File: src/rtl/bru_pkg.sv
package bru_pkg;

    localparam logic [5:0] OPC_JUMP = 6'd2;
    localparam logic [5:0] OPC_BEQ  = 6'd4;
    localparam logic [5:0] OPC_BNE  = 6'd5;

    typedef enum logic [1:0] {
        SEL_SEQ  = 2'd0,
        SEL_BR   = 2'd1,
        SEL_JUMP = 2'd2
    } pc_sel_e;

    typedef enum logic [1:0] {
        KIND_NONE = 2'd0,
        KIND_BEQ  = 2'd1,
        KIND_BNE  = 2'd2,
        KIND_JUMP = 2'd3
    } ctl_kind_e;

endpackage

File: src/rtl/bru_decode.sv
module bru_decode
    import bru_pkg::*;
#(
    parameter int OPC_W = 6
) (
    input  logic [OPC_W-1:0] opcode,
    output ctl_kind_e        kind
);

    always_comb begin
        kind = KIND_NONE;
        if (opcode == OPC_W'(OPC_BEQ)) begin
            kind = KIND_BEQ;
        end else if (opcode == OPC_W'(OPC_BNE)) begin
            kind = KIND_BNE;
        end else if (opcode == OPC_W'(OPC_JUMP)) begin
            kind = KIND_JUMP;
        end
    end

endmodule

File: src/rtl/bru_compare.sv
module bru_compare #(
    parameter int DATA_W = 32
) (
    input  logic [DATA_W-1:0] lhs,
    input  logic [DATA_W-1:0] rhs,
    output logic              same
);

    logic [DATA_W-1:0] diff;

    for (genvar i = 0; i < DATA_W; i++) begin : g_bit
        assign diff[i] = lhs[i] ^ rhs[i];
    end

    assign same = ~|diff;

endmodule

File: src/rtl/bru_target.sv
module bru_target #(
    parameter int ADDR_W  = 32,
    parameter int OFF_W   = 16,
    parameter int JIDX_W  = 26,
    parameter int ALIGN_W = 2
) (
    input  logic [ADDR_W-1:0] ret_addr,
    input  logic [OFF_W-1:0]  br_off,
    input  logic [JIDX_W-1:0] jump_idx,
    output logic [ADDR_W-1:0] br_target,
    output logic [ADDR_W-1:0] jump_target
);

    localparam int EXT_W    = ADDR_W - OFF_W - ALIGN_W;
    localparam int REGION_W = ADDR_W - JIDX_W - ALIGN_W;

    logic [ADDR_W-1:0] off_scaled;

    assign off_scaled  = {{EXT_W{br_off[OFF_W-1]}}, br_off, {ALIGN_W{1'b0}}};
    assign br_target   = ret_addr + off_scaled;
    assign jump_target = {ret_addr[ADDR_W-1 -: REGION_W], jump_idx, {ALIGN_W{1'b0}}};

endmodule

File: src/rtl/bru_top.sv
module bru_top
    import bru_pkg::*;
#(
    parameter int          INSTR_W  = 32,
    parameter int          OPC_W    = 6,
    parameter int          RIDX_W   = 5,
    parameter int          OFF_W    = 16,
    parameter int          JIDX_W   = 26,
    parameter logic [31:0] RESET_PC = 32'h0000_0000
) (
    input  logic               clk,
    input  logic               rst_n,
    input  logic [INSTR_W-1:0] fetch_instr,
    input  logic [INSTR_W-1:0] rd_a,
    input  logic [INSTR_W-1:0] rd_b,
    output logic [INSTR_W-1:0] fetch_pc,
    output logic [INSTR_W-1:0] ifid_instr,
    output logic [INSTR_W-1:0] ifid_pc4,
    output logic [INSTR_W-1:0] next_pc,
    output logic [1:0]         pc_sel,
    output logic               flush
);

    localparam int                 WORD_BYTES = INSTR_W / 8;
    localparam int                 ALIGN_W    = $clog2(WORD_BYTES);
    localparam int                 OPC_LSB    = INSTR_W - OPC_W;
    localparam logic [INSTR_W-1:0] PC_STEP    = INSTR_W'(WORD_BYTES);

    typedef struct packed {
        logic [INSTR_W-1:0] pc;
        logic [INSTR_W-1:0] instr;
        logic [INSTR_W-1:0] pc4;
    } fe_state_t;

    fe_state_t          st_d, st_q;
    ctl_kind_e          kind;
    logic               ops_same;
    logic [INSTR_W-1:0] br_tgt, jmp_tgt;
    logic [INSTR_W-1:0] seq_pc, npc;
    pc_sel_e            sel;
    logic               redirect;

    bru_decode #(.OPC_W(OPC_W)) u_dec (
        .opcode (st_q.instr[INSTR_W-1 -: OPC_W]),
        .kind   (kind)
    );

    bru_compare #(.DATA_W(INSTR_W)) u_cmp (
        .lhs  (rd_a),
        .rhs  (rd_b),
        .same (ops_same)
    );

    bru_target #(
        .ADDR_W  (INSTR_W),
        .OFF_W   (OFF_W),
        .JIDX_W  (JIDX_W),
        .ALIGN_W (ALIGN_W)
    ) u_tgt (
        .ret_addr    (st_q.pc4),
        .br_off      (st_q.instr[OFF_W-1:0]),
        .jump_idx    (st_q.instr[JIDX_W-1:0]),
        .br_target   (br_tgt),
        .jump_target (jmp_tgt)
    );

    always_comb begin
        seq_pc   = st_q.pc + PC_STEP;
        sel      = SEL_SEQ;
        npc      = seq_pc;
        redirect = 1'b0;
        unique case (kind)
            KIND_BEQ: if (ops_same) begin
                sel = SEL_BR; npc = br_tgt; redirect = 1'b1;
            end
            KIND_BNE: if (!ops_same) begin
                sel = SEL_BR; npc = br_tgt; redirect = 1'b1;
            end
            KIND_JUMP: begin
                sel = SEL_JUMP; npc = jmp_tgt; redirect = 1'b1;
            end
            default: ;
        endcase

        st_d    = st_q;
        st_d.pc = npc;
        if (redirect) begin
            st_d.instr = '0;
            st_d.pc4   = '0;
        end else begin
            st_d.instr = fetch_instr;
            st_d.pc4   = seq_pc;
        end
    end

    always_ff @(posedge clk or negedge rst_n) begin
        if (!rst_n) begin
            st_q.pc    <= INSTR_W'(RESET_PC);
            st_q.instr <= '0;
            st_q.pc4   <= '0;
        end else begin
            st_q <= st_d;
        end
    end

    assign fetch_pc   = st_q.pc;
    assign ifid_instr = st_q.instr;
    assign ifid_pc4   = st_q.pc4;
    assign next_pc    = npc;
    assign pc_sel     = sel;
    assign flush      = redirect;

    // The register-index fields are consumed by the register file outside this block.
    localparam int RIDX_SPAN = 2 * RIDX_W;
    if (OPC_LSB < RIDX_SPAN) begin : g_bad_fields
        initial $error("opcode field overlaps register index fields");
    end

endmodule

File: config.mk
export PLATFORM = sky130hd
export DESIGN_NAME = bru_top
export DESIGN_NICKNAME = d
export VERILOG_FILES = /design/src/rtl/bru_pkg.sv /design/src/rtl/bru_decode.sv /design/src/rtl/bru_compare.sv /design/src/rtl/bru_target.sv /design/src/rtl/bru_top.sv
export SDC_FILE = /design/constraint.sdc
export NUM_CORES = 1
export LEC_CHECK = 0
export ABC_AREA = 1
export BUFFER_PORTS_ARGS = -buffer_cell sky130_fd_sc_hd__buf_2
export CAP_MARGIN = 0
export CORE_UTILIZATION = 57
export DETAILED_ROUTE_END_ITERATION = 10
export GPL_ROUTABILITY_DRIVEN = 0
export HOLD_SLACK_MARGIN = 0.06
export PLACE_DENSITY = 0.92
export SLEW_MARGIN = 20
export SYNTH_ARGS = -nofsm -noshare
export SYNTH_HDL_FRONTEND = slang
export SYNTH_SLANG_ARGS = --single-unit
File: constraint.sdc
create_clock -name clk -period 3.05 [get_ports clk]
set_input_delay 0.1525 -clock clk [delete_from_list [all_inputs] [get_ports clk]]
set_output_delay 0.1525 -clock clk [all_outputs]
set_load 0.05 [all_outputs]
# ---- Word level (Yosys, flattened, before mapping)
# Cells that the tools add are included.
dict set report word_totals {
  reg_bits 96
  inputBits 98
  elab_cells 57
}
dict set report classes {
  add_sub_neg 2
  n_eq_ne 6
  n_mux 13
  bitwise_logic 32
  n_reduce_logical 1
}
# cell n
set ops {}
lappend ops {{32-bit one-hot mux with 3 select lines} 1}
lappend ops {{32-bit 2-to-1 mux} 2}
lappend ops {{64-bit 2-to-1 mux} 1}
lappend ops {{32-bit by 3-bit adder with 32-bit output (second input constant)} 1}
lappend ops {{32-bit adder} 1}
lappend ops {{32-bit OR reduction} 1}
lappend ops {{1-bit XOR} 32}
lappend ops {{6-bit by 3-bit == test with 1-bit output (second input constant)} 2}
lappend ops {{6-bit by 2-bit == test with 1-bit output (second input constant)} 1}
lappend ops {{2-bit 2-to-1 mux} 3}
lappend ops {{2-bit one-hot mux with 3 select lines} 1}
lappend ops {{2-bit == test (second input constant)} 2}
lappend ops {{1-bit 2-to-1 mux} 4}
lappend ops {{1-bit one-hot mux with 3 select lines} 1}
lappend ops {{2-bit by 1-bit == test with 1-bit output (second input constant)} 1}

# ---- Depth between registers and ports, before layout
# Gate-level depths: netlist of run 1.
dict set report depth {
  word_depth 7
  depth_mapped 15
}

# ---- Cells and area by module
# A second synthesis of run 1 with hierarchy kept.
dict set report unflattened {
  hier_cells 1189
  hier_area_um2 7682.4
}
# mod instances cells_per_inst area_each_um2 seq_area_each_um2
set by_module_without_submodules {}
lappend by_module_without_submodules {bru_top 1 526 4483.0 2402.3}
lappend by_module_without_submodules {bru_target 1 481 2489.9 0.0}
lappend by_module_without_submodules {bru_compare 1 168 645.6 0.0}
lappend by_module_without_submodules {bru_decode 1 14 63.8 0.0}

# ---- Worst setup path before layout of run 1
# OpenSTA, ideal clock, no wires.
dict set report synth_timing {
  path_kind {register -> output}
  startpoint {reg st_q (netlist bit ifid_instr[15])}
  endpoint {out next_pc[29]}
  t_arrival_ps 2313
  required_time_ps 2897
  setup_slack_ps 584
  path_stages_with_launch 14
  path_cell_list {dfrtp_1 ha_1 nand2_1 inv_1 nand2_1 nand2_1 a21oi_1 nor2_1 nor2_1 nand2_1 nand2_1 nand3_1 nand3_2 buf_4}
}
# element line_no
set synth_rtl {}
lappend synth_rtl {{start, declared} bru_top.sv:35} ;# fe_state_t st_d, st_q;
lappend synth_rtl {{start signal, assigned} bru_top.sv:102} ;# st_q <= st_d;
lappend synth_rtl {{end, declared} bru_top.sv:19} ;# output logic [INSTR_W-1:0] next_pc,

# ---- Worst setup path in the final report of run 1
dict set report layout_timing {
  startpoint {reg st_q (netlist bit ifid_instr[15])}
  endpoint {out next_pc[29]}
}
dict set report layout_between {
  elab_chain_len 3
}
# element line_no
set layout_lines {}
lappend layout_lines {{32-bit adder *} bru_target.sv:20} ;# assign br_target = ret_addr + off_scaled;
lappend layout_lines {{32-bit 2-to-1 mux, on equally long branches} {bru_top.sv:76, bru_top.sv:73}}
lappend layout_lines {{32-bit one-hot mux with 3 select lines *} bru_top.sv:72} ;# unique case (kind)
# Every way passes the cells marked *; elsewhere a longest branch is shown, timed or not.

==> qor.csv, run 1 <==
stage,metric,value,unit
outcome,status,"complete, but fails checks",
outcome,violations,setup timing,
worst_setup_path,regToRegEndpoint,fetch_pc[29],
worst_hold_path,hold_path_class,input port to asynchronous set/reset pin,
worst_setup_path,critPathKind,flip-flop to output pin,
route,ant_nets,0,
route,wire_per_inst,16.6,µm
clock_tree,cts_buffers,9,
synth,syn_area,7650,µm²
route,drt_wl_total,25000,µm
place,place_inst,1452,
synth,avgSynthCellArea,7.01,µm²
worst_setup_path,required,2900,ps
floorplanning,die_x,118,µm
final_layout,fin_cells,1511,
sta,hold_viol_final,0,
clock_tree,path_clk_slew,70,ps
clock_tree,htreeDepth,3,
global_routing,grt_pass1_vias,7857,
global_routing,grt-ovfl-total,0,
power_and_ir_drop,power,9840,µW
clock_tree,clock-sinks,96,
sta,finalCritPeriodShare,1.02,
worst_setup_path,reg2reg_slack,540,ps
floorplanning,start_util,0.594,
clock_tree,clk_path_buf_depth,2,
worst_setup_path,cp_max_fo,9,
sta,setup_viol_count_final,2,
worst_setup_path,critPathLaunchType,flip-flop,
clock_tree,cts_root_buf,clkbuf_16,
job,maxCapViolations,0,
place,hpwlAfterDp,18600,µm
route,drt-pass1-iter-count,10,
sta,slew_violations,0,
worst_setup_path,cp-end-kind,output pin,
final_layout,layout-drive-gt1-share,0.261,
place,place_ws,247,ps
place,port_buffers,228,
clock_tree,cts_tree,yes,
worst_setup_path,arrival,2970,ps
sta,relSlewSlack,0.495,
global_routing,grtUsageTotal,0.351,
route,drcViolationCount,0,
global_routing,antenna_found_initial,6,
sta,finalSetupTns,-79.3,ps
sta,fin_ws,-75.1,ps
sta,finClkSkew,13.9,ps
synth,ys_ff_latch,96,
synth,synth_cell_type_count,38,
floorplanning,dieArea,13900,µm²
sta,period_minus_slack,3130,ps
power_and_ir_drop,max-vdd-ir-drop,0.000613,V
final_layout,nNetsFinal,1458,
route,drt-initial-drc-count,853,
synth,yosysWarnings,0,
worst_setup_path,cp_slowest_stage_delay,550,ps
global_routing,grt_pass1_wl,37700,µm
sta,fmax,320,MHz
worst_setup_path,cpMaxStageDelayCell,dfrtp_4,
worst_setup_path,regToRegStartpoint,ifid_instr[15],
sta,worst_slew_pin_slew,757,ps
final_layout,final_common_cell,nand2_1,
synth,syn_nets,1220,
synth,syn_inst,1091,
floorplanning,core_area,12900,µm²
worst_setup_path,crit_top_cell,nand2_1,
sta,rsz0062_at_grt,true,
worst_setup_path,path_buf_inv,2,
power_and_ir_drop,power.density,1030,nW/µm²
worst_setup_path,reg2reg_depth,11,
route,viasPerCell,5.44,
worst_setup_path,cpLargestDelayFamily,simple AND/OR/NAND/NOR gates,
floorplanning,ios,229,
floorplanning,num_rows,41,
clock_tree,clk_latency,360,ps
final_layout,fin_util,0.743,
final_layout,most-common-layout-cells,"nand2_1, buf_2, inv_1",
power_and_ir_drop,leakagePower,0.00554,µW
global_routing,grt_max_degree,84,
worst_setup_path,crit_chain,buf_4 -> ha_2 -> nand2_1 -> nor2_1 -> nand2_1 -> nor3_1 -> nand2_1 -> nand2_1 -> nand2_1 -> nand3_1 -> nand3_2 -> clkbuf_4,
floorplanning,die_h,118,µm
synth,ys_seq_area_frac,0.314,
route,vias,8213,
final_layout,area_growth,25.0,%
[worst max-delay path by stage]
stage,from,to,slack [ps],cells past startpoint
final,ifid_instr[15],next_pc[29],-80,12
after global routing,ifid_instr[15],next_pc[29],-180,12
after CTS,ifid_instr[15],next_pc[23],40,10
after detailed placement,ifid_instr[15],next_pc[23],250,10
after global placement,ifid_instr[15],next_pc[23],310,10
after floorplan,ifid_instr[15],next_pc[29],580,13
[stage by stage]
stage | area [µm²] | hold WS (ps)
6_report | 9560 | 414
5_1_grt | 9560 | 508
4_1_cts | 9340 | 514
3_3_place_gp | 8690 | 362
2_1_floorplan | 7650 | -143
3_5_place_dp | 8690 | 364
[worst register-to-register path, cell delays in order, from the launching register on]
cell and delay, ps:
dfrtp_4 550, buf_4 230, ha_2 390, nand2_1 140, nor2_1 160, nand2_1 90, nor3_1 200, nand2_1 200
nand2_1 130, nand2_1 60, nand3_1 130, nand3_2 100
[state kept, by name (all words and copies together) (netlist names)]
name	flops
fetch_pc	32
ifid_pc4	32
ifid_instr	32
[cell usage after synthesis, drive strengths merged]
| cell type | instances | area share |
|---|---|---|
| nor3 | 21 | 0.017 |
| clkbuf | 2 | 0.00098 |
| o21bai | 3 | 0.0029 |
| o211ai | 1 | 0.00098 |
| nor2 | 117 | 0.070 |
| fa | 1 | 0.0026 |
| nand2 | 339 | 0.17 |
| ha | 30 | 0.049 |
| and2 | 6 | 0.0049 |
| or2 | 3 | 0.0025 |
| buf | 45 | 0.050 |
| nor3b | 1 | 0.00098 |
| nand3 | 99 | 0.085 |
| a21o | 2 | 0.0020 |
| a21oi | 22 | 0.014 |
| o21ai | 6 | 0.0039 |
| dfrtp | 96 | 0.31 |
| nand4 | 15 | 0.012 |
| inv | 208 | 0.10 |
| xor2 | 28 | 0.032 |
| nand3b | 18 | 0.029 |
| xnor2 | 28 | 0.035 |
[layer usage]
layer | wire length (µm) | vias to the layer above | share of wire | GRT usage
met3 | 2630 | 161 | 0.11 | 0.0766
met1 | 8760 | 3699 | 0.35 | 0.387
li1 | - | 3781 | - | -
met4 | 1610 | 2 | 0.064 | 0.216
met2 | 12000 | 570 | 0.48 | 0.613
met5 | 13 | - | 0.00052 | 0
[power by group]
part / switching (µW) / internal, µW
Sequential: 530 / 1690
Combinational: 4690 / 1730
Clock: 514 / 687
[repair_timing]
action	in CTS	in global routing
endpoints found under the setup margin	2	10
resized for setup	2	46
hold buffers	33	0
setup buffers	0	5
hold endpoints to repair	114	0
[final cells by class]
class                   instances  area (µm²)
clock buffers                  11         253
repair buffers                274        1620
fillers                       932        3310
diodes                          5        12.5
multi-input cells             740        4220
inverters                     208         781
flip-flops and latches         96        2410
clock inverters                 5        61.3
well taps                     172         215
[cell families (layout without fill, tap and decap cells)]
kind of cell,after synthesis,in the layout,synth area share
flops,96,96,0.314
simple gates,619,619,0.390
compound gates,34,34,0.0242
xor+xnor,56,56,0.0666
other cells,0,5,0
buf+inv,255,498,0.153
fa+ha+maj,31,31,0.0517
Power figures use the tool's default switching activity.
==> run 2: changes to the inputs <==
--- a/config.mk
+++ b/config.mk
@@ -10,10 +10,10 @@
 export CAP_MARGIN = 0
 export CORE_UTILIZATION = 57
 export DETAILED_ROUTE_END_ITERATION = 10
-export GPL_ROUTABILITY_DRIVEN = 0
 export HOLD_SLACK_MARGIN = 0.06
 export PLACE_DENSITY = 0.92
 export SLEW_MARGIN = 20
 export SYNTH_ARGS = -nofsm -noshare
 export SYNTH_HDL_FRONTEND = slang
+export SYNTH_HIERARCHICAL = 1
 export SYNTH_SLANG_ARGS = --single-unit
==> run 2 against run 1 <==
Compared with the run above: the flow finishes with violations (DRC); critical endpoint is now next_pc[30]; clock-buffer cell count is 1 higher; area after synthesis increased by 0.41%; synthesized cell count increased by 9.0%; non-clock buffer count is 3 lower.
==> qor.csv, run 2 <==
stage,metric,value,unit,change
synth,yosys.area.top_type,dfrtp_1,,
clock_tree,htreeDepth,3,,unchanged
synth,ys_ff_latch,96,,unchanged
synth,avgSynthCellArea,6.46,µm²,-7.9%
sta,finClkSkew,12.9,ps,-0.953 ps
place,port_buffers,228,,unchanged
global_routing,grt_pass1_wl,38800,µm,+3.0%
clock_tree,path_clk_slew,70,ps,about the same
power_and_ir_drop,power.density,1040,nW/µm²,+0.65%
route,drt-pass1-iter-count,9,,-1
synth,yosys-top-cells-count,"nand2_1, inv_1, nor2_1",,
sta,period_minus_slack,3030,ps,-94.5 ps
floorplanning,dieArea,13900,µm²,+0.41%
place,hpwlAfterDp,18000,µm,-3.1%
worst_setup_path,cp-end-kind,output pin,,
power_and_ir_drop,p_int,3960,µW,-3.4%
outcome,violations,DRC,,
synth,yosysMostFrequentCell,nand2_1,,
clock_tree,cts_tree,yes,,
route,drcViolationCount,1,,+1
sta,fmax,330,MHz,+3.1%
floorplanning,ios,229,,unchanged
power_and_ir_drop,leakagePower,0.00556,µW,+0.44%
power_and_ir_drop,clkPwrFrac,0.129,,+0.007
sta,finalSetupTns,0,ps,+79.3 ps
route,wire_per_inst,15.5,µm,-6.3%
clock_tree,cts_buffers,9,,unchanged
sta,hold_viol_final,0,,unchanged
final_layout,nNetsFinal,1522,,+4.4%
global_routing,grt-ovfl-total,0,,unchanged
synth,synth-edff-count,0,,unchanged
floorplanning,core_area,13200,µm²,+2.4%
final_layout,area_growth,21.3,%,
worst_setup_path,regToRegStartpoint,ifid_pc4[13],,
synth,synthTopCellsByArea,"dfrtp_1, nand2_1, inv_1",,
floorplanning,die_h,118,µm,+0.20%
route,drt_wl_total,24400,µm,-2.4%
route,ant_nets,0,,unchanged
synth,yosysWarnings,6,,+6
final_layout,fin_cells,1574,,+4.2%
global_routing,grt_pass1_vias,7984,,+1.6%
power_and_ir_drop,p_sw_frac,0.589,,+0.00648
power_and_ir_drop,power_frac_comb,0.647,,-0.006
job,maxCapViolations,0,,unchanged
floorplanning,start_util,0.582,,-0.0118
synth,ys.flop_type,dfrtp_1,,
worst_setup_path,critPathLaunchType,flip-flop,,
synth,ys_seq_area_frac,0.313,,-0.00128
route,drt-initial-drc-count,707,,-17%
final_layout,most-common-layout-cells,"nand2_1, buf_2, inv_1",,
sta,relSlewSlack,0.553,,+0.0580
synth,syn_inst,1189,,+9.0%
final_layout,fin_area,9320,µm²,-2.5%
synth,synth_async_sr_flop_share,1.00,,unchanged
worst_setup_path,cp_max_fo,4,,-5
final_layout,final_common_cell,nand2_1,,
synth,synth_cell_type_count,35,,-7.9%
sta,worst_slew_pin_slew,667,ps,-89.6 ps
floorplanning,num_rows,42,,+2.4%
worst_setup_path,reg2reg_slack,640,ps,+100 ps
worst_setup_path,required,2900,ps,about the same
clock_tree,cts_root_buf,clkbuf_16,,
worst_setup_path,arrival,2880,ps,-90 ps
sta,finalCritPeriodShare,0.994,,-0.0310
floorplanning,die_x,118,µm,+0.20%
clock_tree,clk_path_buf_depth,2,,unchanged
clock_tree,clock-sinks,96,,unchanged
power_and_ir_drop,max-vdd-ir-drop,0.000877,V,+43%
route,viasPerCell,5.27,,-3.1%
clock_tree,clk_latency,360,ps,about the same
final_layout,layout-drive-gt1-share,0.228,,-0.0327
global_routing,grtUsageTotal,0.357,,+0.00624
sta,slew_violations,0,,unchanged
global_routing,antenna_found_initial,0,,-6
worst_setup_path,critPathKind,flip-flop to output pin,,
worst_setup_path,reg2reg_depth,11,,unchanged
route,vias,8293,,+0.97%
synth,yosysTopAreaCellShare,0.313,,-0.00128
global_routing,grt_max_degree,50,,-40%
place,place_congestion,0.973,,
place,placed_area,8560,µm²,-1.6%
sta,setup_viol_count_final,0,,-2
synth,syn_area,7680,µm²,+0.41%
worst_setup_path,regToRegEndpoint,fetch_pc[30],,
worst_hold_path,hold_path_class,input port to asynchronous set/reset pin,,
power_and_ir_drop,p_seq_frac,0.225,,about the same
outcome,status,"complete, but fails checks",,
final_layout,diodes,0,,-5
power_and_ir_drop,p_sw,5690,µW,-0.82%
place,place_inst,1522,,+4.8%
[run 2: cell families (layout without fill, tap and decap cells)]
family,Yosys count,in the layout,share of synthesized area
DFF,96,96,0.313
xor gates and xnor gates,22,22,0.0251
and+or+nand+nor,657,657,0.359
adders and majority gates,31,31,0.0515
other,1,2,0.000488
AOI/OAI and AO/OA,80,80,0.0682
buffers and inverters,302,510,0.183
[run 2: per-stage QoR]
step | setup slack, ps | utilization | total power (µW) | hold WS [ps]
after global placement | 413 | 0.649 | 8010 | 210
final | 19.4 | 0.707 | 9650 | 377
after floorplan | 481 | - | 6890 | -143
after CTS | 0.830 | 0.699 | 9410 | 393
after global routing | -129 | 0.707 | 10100 | 443
after detailed placement | 291 | 0.649 | 8090 | 219
[run 2: layout make-up]
cell class                      instances  area [µm²]
Sequential cell                        96        2400
Multi-Input combinational cell        792        3950
Fill cell                            1089        3870
Clock inverter                          4        77.6
Tap cell                              176         220
Clock buffer                           12         246
Timing Repair Buffer                  271        1590
Inverter                              223         837
[run 2: worst max path at each step]
| stage | from | endpoint | slack [ps] |
|---|---|---|---|
| final | ifid_pc4[2] | next_pc[30] | 20 |
| after global routing | ifid_instr[15] | next_pc[30] | -130 |
| after CTS | ifid_instr[0] | next_pc[10] | 0.8 |
| after detailed placement | rd_b[10] | next_pc[12] | 290 |
| after global placement | rd_b[10] | next_pc[12] | 410 |
| after floorplan | ifid_instr[0] | next_pc[16] | 480 |
[run 2: routing by layer]
metal | wire [µm] | part of all wire | track usage
met5 | 0 | 0 | 0
met4 | 1440 | 0.059 | 0.210
met3 | 2150 | 0.088 | 0.0644
met2 | 11400 | 0.47 | 0.586
met1 | 9410 | 0.39 | 0.440
[run 2: worst max-delay path, cell delays in order, from the launching register on]
cell	delay, ps
dfrtp_1	380
ha_4	180
inv_1	60
fa_1	420
inv_1	130
nand3_1	110
nand3_2	130
nand3_1	90
nand3_2	140
nand2_1	110
nand2_1	150
nand2_1	110
nand2_1	100
a22oi_1	80
nand2_1	120
buf_4	210
[run 2: power by group through the flow]
| stage | combinational [µW] | sequential (µW) | clock, µW |
|---|---|---|---|
| after global routing | 6640 | 2200 | 1290 |
| final | 6240 | 2170 | 1240 |
| after floorplan | 3470 | 3420 | 0 |
| after CTS | 6030 | 2140 | 1240 |
| after detailed placement | 5930 | 2160 | 0 |
| after global placement | 5850 | 2150 | 0 |
[run 2: repair_timing]
item,in CTS,in global routing
setup endpoints to repair,2,27
hold buffers,33,0
gates resized for setup,2,23
buffers inserted,0,3
endpoints found under the hold margin,79,0
